[config.mk]
export PLATFORM = sky130hd
export DESIGN_NAME = tw_gen_top
export DESIGN_NICKNAME = d
export VERILOG_FILES = /design/src/rtl/tw_pkg.sv /design/src/rtl/tw_component.sv /design/src/rtl/tw_seed_fix.sv /design/src/rtl/tw_gen_top.sv
export SDC_FILE = /design/constraint.sdc
export NUM_CORES = 1
export LEC_CHECK = 0
export ABC_AREA = 0
export BUFFER_PORTS_ARGS = -buffer_cell sky130_fd_sc_hd__buf_2
export CAP_MARGIN = 25
export CORE_MARGIN = 5
export CORE_UTILIZATION = 45
export DETAILED_ROUTE_END_ITERATION = 8
export PLACE_DENSITY = 0.68
export SYNTH_ARGS = -nofsm -noshare
export SYNTH_HDL_FRONTEND = slang
export SYNTH_SLANG_ARGS = --single-unit
export TNS_END_PERCENT = 20
[constraint.sdc]
create_clock -name clk_i -period 1.73 [get_ports clk_i]
set_input_delay 0.2595 -clock clk_i [delete_from_list [all_inputs] [get_ports clk_i]]
set_output_delay 0.2595 -clock clk_i [all_outputs]
set_load 0.03 [all_outputs]
[src/rtl/tw_pkg.sv]
package tw_pkg;
  localparam int unsigned WORD_W   = 32;
  localparam int unsigned NUM_COMP = 4;
  localparam int unsigned SEED_W   = WORD_W * NUM_COMP;
  localparam logic [WORD_W-1:0] DEFAULT_WORD = 32'd12345;

  typedef logic [WORD_W-1:0] word_t;

  function automatic int unsigned pre_shift(int unsigned idx);
    case (idx)
      0: return 6;
      1: return 2;
      2: return 13;
      default: return 3;
    endcase
  endfunction

  function automatic int unsigned post_shift(int unsigned idx);
    case (idx)
      0: return 13;
      1: return 27;
      2: return 21;
      default: return 12;
    endcase
  endfunction

  function automatic int unsigned fb_shift(int unsigned idx);
    case (idx)
      0: return 18;
      1: return 2;
      2: return 7;
      default: return 13;
    endcase
  endfunction

  // number of low state bits discarded by the mask
  function automatic int unsigned drop_bits(int unsigned idx);
    case (idx)
      0: return 1;
      1: return 3;
      2: return 4;
      default: return 7;
    endcase
  endfunction
endpackage

[src/rtl/tw_component.sv]
module tw_component #(
  parameter int unsigned W       = 32,
  parameter int unsigned PRE_SH  = 6,
  parameter int unsigned POST_SH = 13,
  parameter int unsigned FB_SH   = 18,
  parameter int unsigned DROP    = 1
) (
  input  logic [W-1:0] z_i,
  output logic [W-1:0] z_o
);
  localparam logic [W-1:0] MASK = {W{1'b1}} << DROP;

  logic [W-1:0] mix;
  logic [W-1:0] fb;

  always_comb begin
    mix = ((z_i << PRE_SH) ^ z_i) >> POST_SH;
    fb  = (z_i & MASK) << FB_SH;
    z_o = fb ^ mix;
  end
endmodule

[src/rtl/tw_seed_fix.sv]
module tw_seed_fix #(
  parameter int unsigned W    = 32,
  parameter int unsigned DROP = 1,
  parameter logic [W-1:0] DEF = 32'd12345
) (
  input  logic [W-1:0] word_i,
  output logic [W-1:0] word_o
);
  localparam logic [W-1:0] MIN_VAL = W'(1) << DROP;

  assign word_o = (word_i < MIN_VAL) ? DEF : word_i;
endmodule

[src/rtl/tw_gen_top.sv]
module tw_gen_top
  import tw_pkg::*;
#(
  parameter int unsigned W = tw_pkg::WORD_W,
  parameter int unsigned N = tw_pkg::NUM_COMP
) (
  input  logic           clk_i,
  input  logic           rst_ni,
  input  logic           enable_i,
  input  logic           seed_load_i,
  input  logic [W*N-1:0] seed_i,
  output logic [W-1:0]   rnd_o,
  output logic           valid_o
);
  logic [N-1:0][W-1:0] state_q;
  logic [N-1:0][W-1:0] state_d;
  logic [N-1:0][W-1:0] stepped;
  logic [N-1:0][W-1:0] seed_ok;
  logic [W-1:0]        rnd_d;
  logic [W-1:0]        rnd_q;
  logic                valid_q;
  logic                do_step;

  for (genvar g = 0; g < N; g++) begin : g_comp
    tw_component #(
      .W       (W),
      .PRE_SH  (pre_shift(g)),
      .POST_SH (post_shift(g)),
      .FB_SH   (fb_shift(g)),
      .DROP    (drop_bits(g))
    ) u_comp (
      .z_i (state_q[g]),
      .z_o (stepped[g])
    );

    tw_seed_fix #(
      .W    (W),
      .DROP (drop_bits(g)),
      .DEF  (W'(DEFAULT_WORD))
    ) u_fix (
      .word_i (seed_i[g*W +: W]),
      .word_o (seed_ok[g])
    );
  end

  // load has priority over step
  assign do_step = enable_i & ~seed_load_i;

  always_comb begin
    rnd_d = '0;
    for (int k = 0; k < int'(N); k++) rnd_d ^= stepped[k];
    if (seed_load_i)  state_d = seed_ok;
    else if (do_step) state_d = stepped;
    else              state_d = state_q;
  end

  always_ff @(posedge clk_i or negedge rst_ni) begin
    if (!rst_ni) begin
      state_q <= {N{W'(DEFAULT_WORD)}};
      rnd_q   <= '0;
      valid_q <= 1'b0;
    end else begin
      state_q <= state_d;
      valid_q <= do_step;
      if (do_step) rnd_q <= rnd_d;
    end
  end

  assign rnd_o   = rnd_q;
  assign valid_o = valid_q;
endmodule

==> results of run 1 <==
-- kinds of logic after synthesis --
group | after synthesis | share of synthesized area
XOR/XNOR | 150 | 0.165
AND/OR/NAND/NOR | 220 | 0.124
multiplexers | 73 | 0.0927
flip-flops | 146 | 0.462
AO/OA/AOI/OAI | 185 | 0.121
buffers and inverters | 68 | 0.0346
-- worst paths after layout --
kind	start	to	slack, ns	cells past startpoint
setup / recovery	state_q[79]	rnd_o[7]	0.15	4
hold / removal	seed_i[41]	state_q[41]	0.06	3
setup reg to reg	state_q[79]	rnd_o[7]	0.15	4
hold reg to reg	rnd_o[0]	rnd_o[0]	0.47	2
max in group asynchronous	rst_ni	state_q[108]	0.75	3
min in group asynchronous	rst_ni	state_q[47]	0.34	2
-- cell usage after synthesis, types with 11 or more instances --
master                     count  share of area
sky130_fd_sc_hd__nand2_1     153          0.072
sky130_fd_sc_hd__o21ai_1     153          0.096
sky130_fd_sc_hd__xnor2_1     146           0.16
sky130_fd_sc_hd__dfrtp_1     130           0.41
sky130_fd_sc_hd__mux2i_1      68          0.086
sky130_fd_sc_hd__clkbuf_1     29          0.014
sky130_fd_sc_hd__nor2_1       22          0.010
sky130_fd_sc_hd__nor4_1       21          0.017
sky130_fd_sc_hd__buf_2        16          0.010
sky130_fd_sc_hd__dfstp_2      16          0.053
sky130_fd_sc_hd__a31oi_1      14          0.011
sky130_fd_sc_hd__inv_1        14         0.0066
sky130_fd_sc_hd__a21oi_1      11         0.0069
-- flip-flops by register name, indices dropped and copies added (netlist names) --
name / cells
valid_o: 1
rnd_o: 32
state_q: 113
-- cell usage in the layout, fill, tap and decap left out, types with 4 or more instances in the layout --
| cell type | count |
|---|---|
| sky130_fd_sc_hd__nand2_1 | 153 |
| sky130_fd_sc_hd__o21ai_1 | 153 |
| sky130_fd_sc_hd__xnor2_1 | 146 |
| sky130_fd_sc_hd__buf_2 | 146 |
| sky130_fd_sc_hd__dfrtp_1 | 130 |
| sky130_fd_sc_hd__mux2i_1 | 68 |
| sky130_fd_sc_hd__nor2_1 | 22 |
| sky130_fd_sc_hd__nor4_1 | 21 |
| sky130_fd_sc_hd__clkbuf_16 | 17 |
| sky130_fd_sc_hd__dfstp_2 | 16 |
| sky130_fd_sc_hd__inv_1 | 14 |
| sky130_fd_sc_hd__a31oi_1 | 14 |
| sky130_fd_sc_hd__buf_4 | 13 |
| sky130_fd_sc_hd__a21oi_1 | 11 |
| sky130_fd_sc_hd__buf_12 | 8 |
| sky130_fd_sc_hd__nor2b_1 | 5 |
| sky130_fd_sc_hd__a211oi_1 | 5 |
| sky130_fd_sc_hd__mux2_2 | 5 |
| sky130_fd_sc_hd__bufinv_16 | 5 |
| sky130_fd_sc_hd__xor2_1 | 4 |
-- power groups by stage --
stage	logic [mW]	registers (mW)	clock network (mW)
2_1_floorplan	2.05	5.17	0
3_3_place_gp	3.81	4.69	0
3_5_place_dp	3.86	4.72	0
4_1_cts	3.88	4.67	4.08
5_1_grt	4.18	4.75	4.24
6_report	3.87	4.67	4.04
-- area by class of cell --
class	instances	area, um2
Fill cell	1548	7600
Multi-Input combinational cell	628	4010
Sequential cell	146	3670
Timing Repair Buffer	171	1030
Clock buffer	22	464
Tap cell	225	282
Clock inverter	10	180
Inverter	15	56.3
-- critical path, cell delays in order (launching register included) --
cell,delay (ns)
sky130_fd_sc_hd__dfrtp_1,0.44
sky130_fd_sc_hd__xnor2_1,0.35
sky130_fd_sc_hd__xnor2_1,0.24
sky130_fd_sc_hd__xnor2_1,0.16
sky130_fd_sc_hd__mux2_2,0.28
-- per-stage QoR --
stage               instance area, um2  hold WS (ns)  setup slack, ns  utilization
global route                      9690        0.0574            0.105        0.560
floorplan                         7950       -0.0361            0.351            -
finish                            9690        0.0562            0.152        0.560
global placement                  9040         0.223           0.0561        0.523
CTS                               9690        0.0505            0.169        0.560
detailed placement                9040         0.225           0.0363        0.523
-- per-layer routing --
layer	part of all wire	track usage	wire, um
met5	0	0	0
met4	0.029	0.0840	667
met3	0.060	0.0476	1400
met2	0.47	0.369	10900
met1	0.44	0.317	10200
==> results.txt, run 1 <==
----------------------------------------------------
[Routing]
  Number of DRC violations after detailed-routing iteration 0 ... 533
  Via density ... 5.34
  Count of TritonRoute iterations in the first routing pass ... 4
  Wire length per cell ... 19.1 um
  Vias after detailed routing ... 6,498
  DRT antenna net count ... 0
  Detailed Route WL ... 23,200 um
  DRC viols ... 0

[STA]
  Final Hold Vio Count ... 0
  Clock period minus final worst setup slack ... 1.58 ns
  Max Transition Viols Final ... 0
  Period Utilization, post-route ... 0.912
  Slew at the pin closest to its max-slew limit ... 0.554 ns
  RSZ-0062 raised after global routing ... no
  Relative max-transition margin ... 0.628
  Final setup TNS ... 0 ns
  Final worst clock skew ... 0.00577 ns
  Final setup violation count ... 0
  Peak Freq ... 634 MHz

[Synth]
  Avg Synthesized Cell Area ... 9.44 um2
  Post-synthesis instance area ... 7950 um2
  Register bit total from synthesis ... 146
  Number of standard cells after synthesis ... 842
  Number of enable-type register cells in the synthesized netlist ... 0
  Register area share after synthesis ... 0.462
  Ys async rst share ... 1.00
  Top flip-flop cell by instance count after synthesis ... sky130_fd_sc_hd__dfrtp_1
  Post-Synthesis Net Count ... 974
  Number of unique standard cell types used by synthesis ... 30
  Warnings, synthesis ... 0

[Hold path]
  Class of the tightest hold or removal check ... in2reg

[Finish]
  Area growth syn-to-layout ... 21.9%
  Number of nets at the end of the flow ... 1,111
  Number of antenna diodes ... 0
  Ratio of cells with drive above 1 in the final layout ... 0.228
  Final Instance Count excl. Fillers ... 1,217

[Power and ir drop]
  Internal power ... 8.28 mW
  Leakage power ... 4.29 nW
  Sw Share ... 0.342
  Part of the power in combinational logic ... 0.307
  Post-route total power ... 12.6 mW
  Fraction of power consumed by the clock network ... 0.321
  Reg power frac ... 0.371
  Power dissipated by switching net loads ... 4.30 mW
  Total power divided by cell area ... 1300 nW/um2
  Worst supply voltage drop on vdd ... 848 uV

[Floorplanning]
  Die Span X ... 143 um
  Height of the chip ... 143 um
  Count of pins on the block boundary ... 165
  Die area ... 20,400 um2
  Core region area ... 17,300 um2
  Initial Util ... 0.460
  Core Rows ... 48

[Critical path]
  Required time worst endpoint ... 2.04 ns
  Crit Path Class ... reg2reg
  Worst path arrival time ... 1.89 ns
  Critical path endpoint category ... flip-flop
  Critical path launch point type ... flip-flop
  Largest fanout on the critical path ... 4

[Global routing]
  Antenna violations before repair ... 0
  Via count of the first global-routing pass ... 6,581
  First-pass GRT wire length ... 36,000 um
  Residual overflow from global routing ... 0
  Maximum number of pins on one net before global-route repair ... 67
  GRT Total Usage ... 0.232

[Status]
  Outcome ... finished clean

[Clock tree]
  Reg clk slew, reported paths ... 0.06 ns
  PostCTS Resize Cnt ... 0
  CTS tree ... built
  CTS buffer count ... 17
  Setup bufs post-CTS ... 0
  Hold buffers post-CTS ... 1
  Root Driver ... sky130_fd_sc_hd__clkbuf_16
  Clock latency on the worst-skew pair ... 0.43 ns
  H-Tree Depth ... 4
  Number of buffers between clock root and the deepest sink ... 2
  Clock sink count ... 146

[Placed design]
  Sum of net half-perimeters after detailed placement ... 18,200 um
  Count of port buffers added during placement ... 149
  RePlAce Congestion ... 0.896
  Inst Count DP ... 1,184

[Job]
  Maximum Capacitance Violations ... 0

----------------------------------------------------
(Power assumes the default switching activity.)
==> inputs of run 2 (changes only) <==
--- a/config.mk
+++ b/config.mk
@@ -8,11 +8,11 @@
 export ABC_AREA = 0
 export BUFFER_PORTS_ARGS = -buffer_cell sky130_fd_sc_hd__buf_2
 export CAP_MARGIN = 25
-export CORE_MARGIN = 5
 export CORE_UTILIZATION = 45
 export DETAILED_ROUTE_END_ITERATION = 8
-export PLACE_DENSITY = 0.68
+export PLACE_DENSITY = 0.66
 export SYNTH_ARGS = -nofsm -noshare
 export SYNTH_HDL_FRONTEND = slang
+export SYNTH_HIERARCHICAL = 1
 export SYNTH_SLANG_ARGS = --single-unit
 export TNS_END_PERCENT = 20
==> constraint.sdc (replaced) <==
create_clock -name clk_i -period 2 [get_ports clk_i]
set_input_delay 0.3 -clock clk_i [delete_from_list [all_inputs] [get_ports clk_i]]
set_output_delay 0.3 -clock clk_i [all_outputs]
set_load 0.03 [all_outputs]
==> run 2 against run 1 <==
Effect of this change: synthesized area rose by 17%; setup slack better by 0.37 ns; clock power down 20%; critical path depth unchanged; synthesized cell count increased by 16%; critical path type unchanged; fmax increased by 6.6%.
==> results.txt, run 2 <==
----------------------------------------------------
[Status]
  Outcome ... finished clean

[STA]
  Slew at the pin closest to its max-slew limit ... 0.500 ns (-0.0540 ns)
  Final setup violation count ... 0 (unchanged)
  Worst hold slack across all endpoints ... 0.111 ns (+0.0546 ns)
  RSZ-0062 raised after global routing ... no
  Period Utilization, post-route ... 0.740 (-0.172)
  Final worst clock skew ... 0.00807 ns (+0.00230 ns)
  Final setup TNS ... 0 ns (unchanged)
  Final Hold Vio Count ... 0 (unchanged)
  Peak Freq ... 675 MHz (+6.6%)
  Clock period minus final worst setup slack ... 1.48 ns (-0.0974 ns)
  Worst Slack Setup Final ... 0.519 ns (+0.367 ns)
  Max Transition Viols Final ... 0 (unchanged)
  Relative max-transition margin ... 0.665 (+0.0375)

[Finish]
  Number of antenna diodes ... 0 (unchanged)
  Ratio of cells with drive above 1 in the final layout ... 0.242 (+0.0140)
  Number of nets at the end of the flow ... 1,070 (-3.7%)
  Leading cell type in the layout, fill and taps excluded ... sky130_fd_sc_hd__buf_2
  Core Util, Final ... 0.484 (-0.0764)
  Top library cells by usage in the layout, fill and taps aside ... sky130_fd_sc_hd__buf_2, sky130_fd_sc_hd__nand2_1, sky130_fd_sc_hd__dfrtp_1
  Area growth syn-to-layout ... 5.67%
  Register with the most flip-flops ... state_q
  Number of flip-flops in the largest register ... 113 (unchanged)
  Area of combinational cells with multiple inputs ... 4210 um2 (+5.0%)
  Final instance area ... 9800 um2 (+1.0%)
  Total of fill cells in the finished design ... 1,875 (+21%)
  Register area ... 3670 um2 (unchanged)
  Final Instance Count excl. Fillers ... 1,221 (+0.33%)

[Power and ir drop]
  Leakage power ... 4.50 nW (+4.7%)
  Total power divided by cell area ... 1090 nW/um2 (-16%)
  Power dissipated by switching net loads ... 3.91 mW (-9.0%)
  Post-route total power ... 10.7 mW (-15%)
  Reg power frac ... 0.385 (+0.014)
  Internal power ... 6.77 mW (-18%)
  Sw Share ... 0.367 (+0.0248)
  Fraction of power consumed by the clock network ... 0.304 (-0.017)
  Part of the power in combinational logic ... 0.311 (+0.004)
  Worst supply voltage drop on vdd ... 654 uV (-23%)

[Routing]
  Number of DRC violations after detailed-routing iteration 0 ... 541 (+1.5%)
  Via density ... 5.07 (-5.0%)
  DRC viols ... 0 (unchanged)
  Detailed Route WL ... 22,600 um (-2.7%)
  Vias after detailed routing ... 6,196 (-4.6%)
  Count of TritonRoute iterations in the first routing pass ... 6 (+2)
  Wire length per cell ... 18.5 um (-3.0%)
  DRT antenna net count ... 0 (unchanged)

[Floorplanning]
  Count of pins on the block boundary ... 165 (unchanged)
  Initial Util ... 0.458 (-0.00164)
  Die area ... 21,200 um2 (+3.7%)
  Height of the chip ... 146 um (+1.8%)
  Core Rows ... 52 (+8.3%)
  Core region area ... 20,200 um2 (+17%)
  Die Span X ... 146 um (+1.8%)

[Hold path]
  Hold path endpoint ... state_q[104]
  Worst hold path depth ... 3 (unchanged)
  Class of the tightest hold or removal check ... in2reg
  Hold Path Origin ... seed_i[104]

[Placed design]
  Inst Count DP ... 1,188 (+0.34%)
  Sum of net half-perimeters after detailed placement ... 17,500 um (-3.7%)
  Count of port buffers added during placement ... 149 (unchanged)
  RePlAce Congestion ... 0.863 (-3.7%)
  Instance area at placement ... 9180 um2 (+1.6%)
  Pre-CTS WS ... 0.451 ns (+0.415 ns)

[Global routing]
  Antenna violations before repair ... 0 (unchanged)
  GRT Total Usage ... 0.220 (-0.0129)
  First-pass GRT wire length ... 35,100 um (-2.6%)
  Maximum number of pins on one net before global-route repair ... 96 (+43%)
  Via count of the first global-routing pass ... 6,182 (-6.1%)
  Residual overflow from global routing ... 0 (unchanged)

[Critical path]
  Slowest-stage cell, CP ... sky130_fd_sc_hd__dfstp_2
  Critical register-to-register path startpoint ... state_q[13]
  Largest stage delay on the critical path ... 0.62 ns (+0.18 ns)
  Worst path arrival time ... 1.78 ns (-0.11 ns)
  Critical path endpoint category ... flip-flop
  Cells traversed along the worst timing path ... xor2_1, xnor2_1, xnor2_1, o21ai_0
  Most used cell, CP ... sky130_fd_sc_hd__xnor2_1
  Path depth of the worst reg2reg path ... 4 (unchanged)
  Required time worst endpoint ... 2.30 ns (+0.26 ns)
  Largest fanout on the critical path ... 5 (+1)
  Crit Path Class ... reg2reg
  Critical path launch point type ... flip-flop
  Register-to-register path setup slack ... 0.52 ns (+0.37 ns)
  Capture point of the worst reg-to-reg path ... rnd_o[6]

[Synth]
  Number of standard cells after synthesis ... 975 (+16%)
  Post-Synthesis Net Count ... 1,107 (+14%)
  Avg Synthesized Cell Area ... 9.51 um2 (+0.67%)
  Warnings, synthesis ... 6 (+6)
  Post-synthesis instance area ... 9270 um2 (+17%)

[Clock tree]
  Number of buffers between clock root and the deepest sink ... 2 (unchanged)
  PostCTS Resize Cnt ... 0 (unchanged)
  CTS buffer count ... 17 (unchanged)
  H-Tree Depth ... 4 (unchanged)
  Clock sink count ... 146 (unchanged)
  CTS tree ... built
  Clock latency on the worst-skew pair ... 0.42 ns (about the same)
  Root Driver ... sky130_fd_sc_hd__clkbuf_16
  Setup bufs post-CTS ... 0 (unchanged)
  Reg clk slew, reported paths ... 0.06 ns (about the same)

[Job]
  Maximum Capacitance Violations ... 0 (unchanged)

----------------------------------------------------
-- run 2: power groups by stage --
stage / Clock (mW) / Sequential [mW] / Combinational, mW
2_1_floorplan: 0 / 4.44 / 2.14
3_3_place_gp: 0 / 4.13 / 3.27
3_5_place_dp: 0 / 4.14 / 3.31
4_1_cts: 3.29 / 4.10 / 3.33
5_1_grt: 3.41 / 4.16 / 3.60
6_report: 3.25 / 4.11 / 3.32
-- run 2: area by class of cell --
| cell class | count | area share |
|---|---|---|
| clock inverter | 13 | 0.0152 |
| inverter | 1 | 0.000383 |
| multi-input combinational | 609 | 0.429 |
| clock buffer | 19 | 0.0462 |
| sequential | 146 | 0.375 |
| tap | 270 | 0.0345 |
| timing repair buffer | 163 | 0.0992 |
-- run 2: what timing repair did --
item | CTS | global route
hold buffers | 1 | 0
endpoints found under the setup margin | 0 | 0
hold endpoints to repair | 38 | 0
-- run 2: worst max-delay path by stage --
stage | start | slack [ns] | endpoint | cells past startpoint
2_1_floorplan | state_q[13] | 0.78 | rnd_o[6] | 4
6_report | state_q[13] | 0.52 | rnd_o[6] | 4
3_5_place_dp | seed_i[55] | 0.45 | state_q[36] | 6
4_1_cts | state_q[12] | 0.54 | rnd_o[5] | 4
3_3_place_gp | seed_i[55] | 0.46 | state_q[36] | 6
5_1_grt | state_q[114] | 0.43 | rnd_o[9] | 4
-- run 2: routing by layer --
metal,wire length (um),track usage,up-vias
met3,1210,0.0489,33
met1,11000,0.317,2980
met2,9890,0.324,171
li1,-,-,3012
met5,0,0,-
met4,525,0.0753,0
-- run 2: critical path, delay by kind of cell (launching register included) --
family | cells | cell delay [ns]
xor+xnor | 3 | 0.66
flops | 1 | 0.62
compound gates | 1 | 0.08
